**config.mk**
```make
export PLATFORM = sky130hd
export DESIGN_NAME = pulse_edge_encoder
export DESIGN_NICKNAME = d
export VERILOG_FILES = /design/src/rtl/pulse_edge_pkg.sv /design/src/rtl/pulse_edge_path.sv /design/src/rtl/pulse_edge_ctrl.sv /design/src/rtl/pulse_edge_encoder.sv
export SDC_FILE = /design/constraint.sdc
export NUM_CORES = 1
export LEC_CHECK = 0
export ABC_AREA = 1
export ABC_CLOCK_PERIOD_IN_PS = 4200
export CELL_PAD_IN_SITES_DETAIL_PLACEMENT = 0
export CELL_PAD_IN_SITES_GLOBAL_PLACEMENT = 1
export CORE_MARGIN = 10
export CORE_UTILIZATION = 43
export DETAILED_ROUTE_END_ITERATION = 8
export PLACE_DENSITY = 0.87
export SLEW_MARGIN = 20
export SYNTH_ARGS = -nofsm -noshare
export SYNTH_HDL_FRONTEND = slang
export SYNTH_HIERARCHICAL = 1
export SYNTH_SLANG_ARGS = --single-unit
```
**constraint.sdc**
```tcl
create_clock -name clk -period 4.2 [get_ports clk]
set_clock_uncertainty 0.1 [all_clocks]
set_input_delay 0.84 -clock clk [delete_from_list [all_inputs] [get_ports clk]]
set_output_delay 0.84 -clock clk [all_outputs]
set_load 0.02 [all_outputs]
```
**src/rtl/pulse_edge_pkg.sv**
```systemverilog
package pulse_edge_pkg;

  // Command from control to datapath for one clock cycle.
  // load: start a pulse carrying the present synchronized level
  // hold: keep the pulse currently on the outputs
  // neither: drive both outputs low
  typedef struct packed {
    logic load;
    logic hold;
  } encStrobe_t;

endpackage

```
**src/rtl/pulse_edge_path.sv**
```systemverilog
module pulse_edge_path
  import pulse_edge_pkg::*;
#(
  parameter int SYNC_STAGES = 2
) (
  input  logic       clk,
  input  logic       rst_n,
  input  logic       dataIn,
  input  encStrobe_t strobe,
  output logic       levelNow,
  output logic       changed,
  output logic       setPulse,
  output logic       resetPulse
);

  logic [SYNC_STAGES-1:0] syncChain;
  logic sentLevel;
  logic setReg;
  logic resetReg;

  // synchronizer stages, first one fed by the asynchronous input
  for (genvar i = 0; i < SYNC_STAGES; i++) begin : gSync
    if (i == 0) begin : gHead
      always_ff @(posedge clk or negedge rst_n) begin
        if (!rst_n) syncChain[i] <= 1'b0;
        else        syncChain[i] <= dataIn;
      end
    end else begin : gTail
      always_ff @(posedge clk or negedge rst_n) begin
        if (!rst_n) syncChain[i] <= 1'b0;
        else        syncChain[i] <= syncChain[i-1];
      end
    end
  end

  assign levelNow = syncChain[SYNC_STAGES-1];
  assign changed  = levelNow ^ sentLevel;

  always_ff @(posedge clk or negedge rst_n) begin
    if (!rst_n) begin
      sentLevel <= 1'b0;
      setReg    <= 1'b0;
      resetReg  <= 1'b0;
    end else if (strobe.load) begin
      sentLevel <= levelNow;
      setReg    <= levelNow;
      resetReg  <= ~levelNow;
    end else if (!strobe.hold) begin
      setReg    <= 1'b0;
      resetReg  <= 1'b0;
    end
  end

  assign setPulse   = setReg;
  assign resetPulse = resetReg;

  assert_exclusive_R4: assert property (@(posedge clk) disable iff (!rst_n)
    !(setPulse && resetPulse));

  // a set strobe only ever carries a high level, a reset strobe a low one
  assert_set_level_R2: assert property (@(posedge clk) disable iff (!rst_n)
    setPulse |-> sentLevel);

  assert_reset_level_R3: assert property (@(posedge clk) disable iff (!rst_n)
    resetPulse |-> !sentLevel);

endmodule

```
**src/rtl/pulse_edge_ctrl.sv**
```systemverilog
module pulse_edge_ctrl
  import pulse_edge_pkg::*;
#(
  parameter int PULSE_W        = 1,
  parameter int REFRESH_CYCLES = 100
) (
  input  logic       clk,
  input  logic       rst_n,
  input  logic       supplyOk,
  input  logic       changed,
  output encStrobe_t strobe
);

  localparam int REM_W   = $clog2(PULSE_W + 1);
  localparam int QUIET_W = $clog2(REFRESH_CYCLES + 1);
  localparam logic [REM_W-1:0]   REM_LOAD  = REM_W'(PULSE_W - 1);
  localparam logic [QUIET_W-1:0] QUIET_END = QUIET_W'(REFRESH_CYCLES - 1);

  logic [REM_W-1:0]   remainCnt;
  logic [QUIET_W-1:0] quietCnt;
  logic primed;
  logic busy;
  logic fire;

  assign busy = (remainCnt != '0);
  assign fire = supplyOk && !busy && (!primed || changed || quietCnt == QUIET_END);

  always_comb begin
    strobe.load = fire;
    strobe.hold = supplyOk && busy;
  end

  always_ff @(posedge clk or negedge rst_n) begin
    if (!rst_n) begin
      remainCnt <= '0;
      quietCnt  <= '0;
      primed    <= 1'b0;
    end else if (!supplyOk) begin
      remainCnt <= '0;
      quietCnt  <= '0;
      primed    <= 1'b0;
    end else if (fire) begin
      remainCnt <= REM_LOAD;
      quietCnt  <= '0;
      primed    <= 1'b1;
    end else begin
      if (busy) remainCnt <= remainCnt - 1'b1;
      if (quietCnt != QUIET_END) quietCnt <= quietCnt + 1'b1;
    end
  end

  assert_quiet_bound_R5: assert property (@(posedge clk) disable iff (!rst_n)
    quietCnt <= QUIET_END);

  assert_restart_R6: assert property (@(posedge clk) disable iff (!rst_n)
    strobe.load |=> (quietCnt == '0));

endmodule

```
**src/rtl/pulse_edge_encoder.sv**
```systemverilog
module pulse_edge_encoder
  import pulse_edge_pkg::*;
#(
  parameter int PULSE_W        = 1,
  parameter int REFRESH_CYCLES = 100,
  parameter int SYNC_STAGES    = 2
) (
  input  logic clk,
  input  logic rst_n,
  input  logic supplyOk,
  input  logic dataIn,
  output logic setPulse,
  output logic resetPulse
);

  encStrobe_t strobe;
  logic levelNow;
  logic changed;

  pulse_edge_ctrl #(
    .PULSE_W        (PULSE_W),
    .REFRESH_CYCLES (REFRESH_CYCLES)
  ) uCtrl (
    .clk      (clk),
    .rst_n    (rst_n),
    .supplyOk (supplyOk),
    .changed  (changed),
    .strobe   (strobe)
  );

  pulse_edge_path #(
    .SYNC_STAGES (SYNC_STAGES)
  ) uPath (
    .clk        (clk),
    .rst_n      (rst_n),
    .dataIn     (dataIn),
    .strobe     (strobe),
    .levelNow   (levelNow),
    .changed    (changed),
    .setPulse   (setPulse),
    .resetPulse (resetPulse)
  );

  assert_gate_R7: assert property (@(posedge clk) disable iff (!rst_n)
    !supplyOk |=> !(setPulse || resetPulse));

  assert_start_R8: assert property (@(posedge clk) disable iff (!rst_n)
    strobe.load |=> (setPulse == levelNow_q) && (resetPulse == !levelNow_q));

  logic levelNow_q;
  always_ff @(posedge clk or negedge rst_n) begin
    if (!rst_n) levelNow_q <= 1'b0;
    else        levelNow_q <= levelNow;
  end

endmodule

```
==> impl_metrics.toml, run 1 <==
[run_status]
status = "completed"

[synth]
seq_area_frac_synth_pct = 51.9
synth.cell_area_um2 = 627
synth_area_leaders = "dfrtp_1 (52%), nand2_1 (7.8%), nand3_4 (5.6%), inv_1 (5.4%), nor2_1 (5.4%)"
synth.ff_latch_count = 13
synth_edf_count = 0
yosys-top-cells-count = "dfrtp_1 (13), nand2_1 (13), inv_1 (9), nor2_1 (9), nand3_1 (6)"
yosys_most_used_dff = "dfrtp_1"
synth_area_leader_cell = "dfrtp_1"
avgSynthCellArea_um2 = 9.08
ys_warn_count = 6
syn_inst = 69
ys_types = 18
yosys.area.top_type_share_pct = 51.9
syn-num-nets = 74
synth-async-reset-ratio_pct = 100

[flow_run]
drv_cap = 0

[power]
pwr-share-comb_pct = 11.5
powerDensity_nw_per_um2 = 335
total_leakage_power_nw = 0.314
switchingPower_w = 0.0000569
power_frac_seq_pct = 57.0
power.share.clock_pct = 31.5
vdd_drop_max_mv = 0.141
p_sw_share_pct = 24.2
internal_power_w = 0.000179

[critical_path]
critical-path-top-delay-family = "buffers and inverters"
path_cells = "clkdlybuf4s50_1"
cp.arrival_ps = 1230
worstPathMaxFanout = 2
start_kind = "flop"
slowest_stage = "clkdlybuf4s50_1"
worst-path-buf-inv = 1
critPathRequiredTime_ps = 3260
worstSetupEndpointType = "primary output"
crit_type = "reg2out"
critPathMaxStageDelay_ps = 610

[final_layout]
nNetsFinal = 81
area_growth_pct = 12.2
drive_above_1_share_pct = 13.3
final_util_pct = 52.7
n_antenna_cell = 0

[floorplanning]
rows = 13
io_pins = 6
initial_core_util_pct = 47.0
die_area_um2 = 3380
core_area_um2 = 1330
die_h_um = 58.2
die_w_um = 58.2

[cts]
clock-root-buffer = "clkbuf_4"
cts_hold_buf = 0
path_clk_slew_ps = 70
cts.sinks = 13
h-tree-depth = 1
clk_latency_ps = 270
post-cts-setup-buffers = 0
ctsResizeCount = 0
cts-buffers-inserted = 3
clk_path_buf_depth = 2
tritoncts = "yes"

[route]
wl_um = 1010
viasPerCell = 4.71
wire_per_inst_um = 11.2
num_vias = 424
ant_nets = 0
drtPass1Iterations = 3
drcViolationCount = 0
drt_iter0_drc = 1

[sta]
finalSetupViolations = 0
final-hold-violation-count = 0
tns_ps = 0
rsz0062_at_grt = "false"
post-route-period-util_pct = 51.7
fmax_mhz = 460
post-route-min-period_ps = 2170
tightestPinTransition_ps = 575
maxSlewViolCount = 0
slew-limit-headroom_pct = 61.6

[placed_design]
dp_hpwl_um = 783
numPortBuffers = 5
gp_congestion = 0.741

[grt]
grt_pass1_vias = 416
grt_start_max_net_pins = 14
grt_overflow = 0
track_usage_pct = 6.75
antenna_found_initial = 0
grt_pass1_wl_um = 1790

[hold_path]
min_path_type = "reg2reg"
placed cells by master (no fill, tap or decap):
cell / instances
a21boi_2: 1
a21oi_1: 2
clkbuf_1: 1
clkbuf_4: 3
clkdlybuf4s50_1: 5
conb_1: 1
dfrtp_1: 13
ha_1: 1
inv_1: 9
nand2_1: 13
nand3_1: 6
nand3_4: 2
nand4_1: 2
nor2_1: 9
nor2_2: 3
nor3_2: 1
o21ai_1: 1
xnor2_1: 1
xor2_1: 1
state kept, by name, summed over array words and instances (netlist names):
register,cells
uCtrl/primed,1
uCtrl/quietCnt,7
uPath/setPulse,1
uPath/levelNow,1
uPath/sentLevel,1
uPath/resetPulse,1
uPath/syncChain,1
path summary, 6_finish.rpt:
| check | slack [ps] | endpoint | startpoint | cells past startpoint |
|---|---|---|---|---|
| worst max register to register | 2650 | uPath/sentLevel$_DFFE_PN0P_ | uCtrl/quietCnt[0]$_DFFE_PN0P_ | 7 |
| max in group asynchronous | 2790 | uCtrl/quietCnt[1]$_DFFE_PN0P_ | rst_n | 1 |
| worst max-delay path | 2030 | setPulse | uPath/setPulse$_DFFE_PN0P_ | 1 |
| min in group asynchronous | 840 | uCtrl/primed$_DFFE_PN0P_ | rst_n | 1 |
| worst min-delay path | 250 | uPath/levelNow$_DFF_PN0_ | uPath/syncChain[0]$_DFF_PN0_ | 0 |
| worst min register to register | 250 | uPath/levelNow$_DFF_PN0_ | uPath/syncChain[0]$_DFF_PN0_ | 0 |
through the flow:
step | cells | hold WS [ps] | power [W] | setup slack (ps) | instance area [µm²]
3_3_place_gp | 86 | 233 | 0.000163 | 2210 | 677
2_1_floorplan | 69 | 231 | 0.000153 | 2760 | 627
4_1_cts | 90 | 254 | 0.000241 | 2010 | 703
3_5_place_dp | 86 | 236 | 0.000164 | 2170 | 677
6_report | 90 | 250 | 0.000236 | 2030 | 703
5_1_grt | 90 | 274 | 0.000252 | 1960 | 703
power by group through the flow:
| stage | logic (W) | clock network, W | registers, W |
|---|---|---|---|
| detailed placement | 0.0000275 | 0 | 0.000137 |
| global placement | 0.0000269 | 0 | 0.000136 |
| finish | 0.0000270 | 0.0000743 | 0.000134 |
| CTS | 0.0000276 | 0.0000787 | 0.000134 |
| global route | 0.0000305 | 0.0000863 | 0.000135 |
| floorplan | 0.0000149 | 0 | 0.000138 |
cells by family after synthesis:
kind of cell    count (synthesis)  share of synthesized area (%)
simple gates                   36                           30.1
flops                          13                           51.9
buf+inv                        12                           8.38
compound gates                  4                           4.19
xor+xnor                        2                           2.79
fa+ha+maj                       1                           2.00
other cells                     1                          0.598
metal layers:
| metal | track usage [%] | up-vias | part of all wire [%] | routed length (µm) |
|---|---|---|---|---|
| met1 | 8.17 | 193 | 53 | 535 |
| met5 | 0 | - | 0 | 0 |
| met2 | 10.1 | 4 | 43 | 433 |
| li1 | - | 227 | - | - |
| met4 | 2.01 | 0 | 0 | 0 |
| met3 | 3.49 | 0 | 4.2 | 42 |
area by class of cell:
cell class                      count  area [µm²]
Multi-Input combinational cell     44         249
Inverter                            9        33.8
Sequential cell                    13         325
Clock buffer                        4        26.3
Fill cell                         127         631
Timing Repair Buffer                5        50.0
Tap cell                           15        18.8
No activity file was read; power rests on OpenSTA's default activity.
==> inputs of run 2 (changes only) <==
ABC_CLOCK_PERIOD_IN_PS = 1850   (was 4200)
CORE_UTILIZATION = 36   (was 43)
PLACE_DENSITY = 0.79   (was 0.87)
clock period = 1.85 ns   (was 4.2 ns; I/O delays follow)
==> run 2 against run 1 <==
Net effect:
- sequential power is 130% higher
- clock power is 130% higher
- utilization is 10 points lower
- largest power group unchanged
==> impl_metrics.toml, run 2 (synthesis gave the netlist of run 1 again) <==
[floorplanning]
die_area_um2 = 3810
rows = 15
die_h_um = 61.7
io_pins = 6
core_area_um2 = 1690
initial_core_util_pct = 37.1
die_w_um = 61.7

[power]
power.share.clock_pct = 32.2
power_frac_seq_pct = 56.2
total_power_w = 0.000541
pwr-share-comb_pct = 11.6
total_leakage_power_nw = 0.319
internal_power_w = 0.000407
switchingPower_w = 0.000134
p_sw_share_pct = 24.8
powerDensity_nw_per_um2 = 759
vdd_drop_max_mv = 0.252

[grt]
grt_pass1_vias = 425
antenna_found_initial = 0
track_usage_pct = 6.31
grt_start_max_net_pins = 14
grt_pass1_wl_um = 1810
grt_overflow = 0

[final_layout]
n_antenna_cell = 0
final_cell_mix = "nand2_1 (13), dfrtp_1 (13), inv_1 (9), nor2_1 (9), nand3_1 (6)"
drive_above_1_share_pct = 14.5
nNetsFinal = 82
area_growth_pct = 13.8
largest-register = "uCtrl/quietCnt"
largest_register_ffs = 7
finalInstanceArea_um2 = 713

[critical_path]
worstPathMaxFanout = 2
critical-path-top-delay-family = "buffers and inverters"
slowest_stage = "clkdlybuf4s50_1"
reg2reg_depth = 7
r2r_setup_slack_ps = 250
path_cells = "clkdlybuf4s50_1"
r2r-end = "uPath/sentLevel$_DFFE_PN0P_"
rr_startpoint = "uCtrl/quietCnt[0]$_DFFE_PN0P_"
cp.arrival_ps = 1240
crit_type = "reg2out"
worst-path-buf-inv = 1
critPathMaxStageDelay_ps = 610
critPathRequiredTime_ps = 1380
worstSetupEndpointType = "primary output"
start_kind = "flop"

[flow_run]
drv_cap = 0

[cts]
clk_latency_ps = 270
cts-buffers-inserted = 3
cts.sinks = 13
ctsResizeCount = 0
post-cts-setup-buffers = 0
path_clk_slew_ps = 80
clk_path_buf_depth = 2
h-tree-depth = 1
clock-root-buffer = "clkbuf_4"
tritoncts = "yes"
cts_hold_buf = 0

[route]
viasPerCell = 4.92
drt_iter0_drc = 16
ant_nets = 0
wire_per_inst_um = 11.0
drcViolationCount = 0
wl_um = 1020
drtPass1Iterations = 4
num_vias = 458

[sta]
whs_ps = 252
finalSetupViolations = 0
post-route-period-util_pct = 92.3
maxSlewViolCount = 0
post-route-min-period_ps = 1710
tns_ps = 0
rsz0062_at_grt = "false"
final-hold-violation-count = 0
fmax_mhz = 585

[placed_design]
dp_hpwl_um = 737
numPortBuffers = 5
gp_congestion = 0.744
placed_cell_area_um2 = 687

[hold_path]
min_delay_worst_endpoint = "uPath/levelNow$_DFF_PN0_"
holdPathStages = 0
min_path_type = "reg2reg"
holdCritStartpoint = "uPath/syncChain[0]$_DFF_PN0_"

[run_status]
status = "completed"
[run 2: cell count changes in the layout (fill, tap and decap cells not counted)]
cell and change:
buf_4 +1
[run 2: how the worst max path moves through the flow]
stage | start | end | slack (ps) | depth (start not counted)
after floorplan | uCtrl/quietCnt[0]$_DFFE_PN0P_ | uPath/sentLevel$_DFFE_PN0P_ | 430 | 8
after global placement | supplyOk | uPath/sentLevel$_DFFE_PN0P_ | 320 | 4
after detailed placement | uCtrl/quietCnt[0]$_DFFE_PN0P_ | uPath/sentLevel$_DFFE_PN0P_ | 270 | 7
after CTS | uPath/setPulse$_DFFE_PN0P_ | setPulse | 120 | 1
after global routing | uPath/setPulse$_DFFE_PN0P_ | setPulse | 90 | 1
final | uPath/setPulse$_DFFE_PN0P_ | setPulse | 140 | 1
[run 2: cell type report]
cell class,instances,area [µm²]
clock buffer,4,26.3
timing repair buffer,6,57.6
tap,17,21.3
multi-input combinational,44,249
sequential,13,325
inverter,9,33.8
fill,173,976
[run 2: layer usage]
layer / vias to the layer above / GRT usage [%] / share of wire (%) / wire [µm]
met5: - / 0 / 0 / 0
met4: 0 / 5.73 / 2.1 / 21
met3: 2 / 0.813 / 2.9 / 30
met2: 9 / 8.20 / 44 / 450
met1: 220 / 8.68 / 51 / 521
li1: 227 / - / - / -
[run 2: per-stage QoR]
| stage | instances | setup slack, ps | util [%] |
|---|---|---|---|
| 6_report | 93 | 142 | 42.2 |
| 3_5_place_dp | 89 | 266 | 40.7 |
| 5_1_grt | 93 | 87.0 | 42.2 |
| 3_3_place_gp | 89 | 323 | 40.7 |
| 4_1_cts | 93 | 121 | 42.2 |
| 2_1_floorplan | 69 | 434 | - |
[run 2: power by group through the flow]
stage	clock network (W)	logic, W	registers [W]
after global placement	0	0.0000625	0.000310
after detailed placement	0	0.0000637	0.000309
final	0.000174	0.0000627	0.000304
after global routing	0.000195	0.0000693	0.000307
after floorplan	0	0.0000338	0.000314
after CTS	0.000183	0.0000638	0.000304
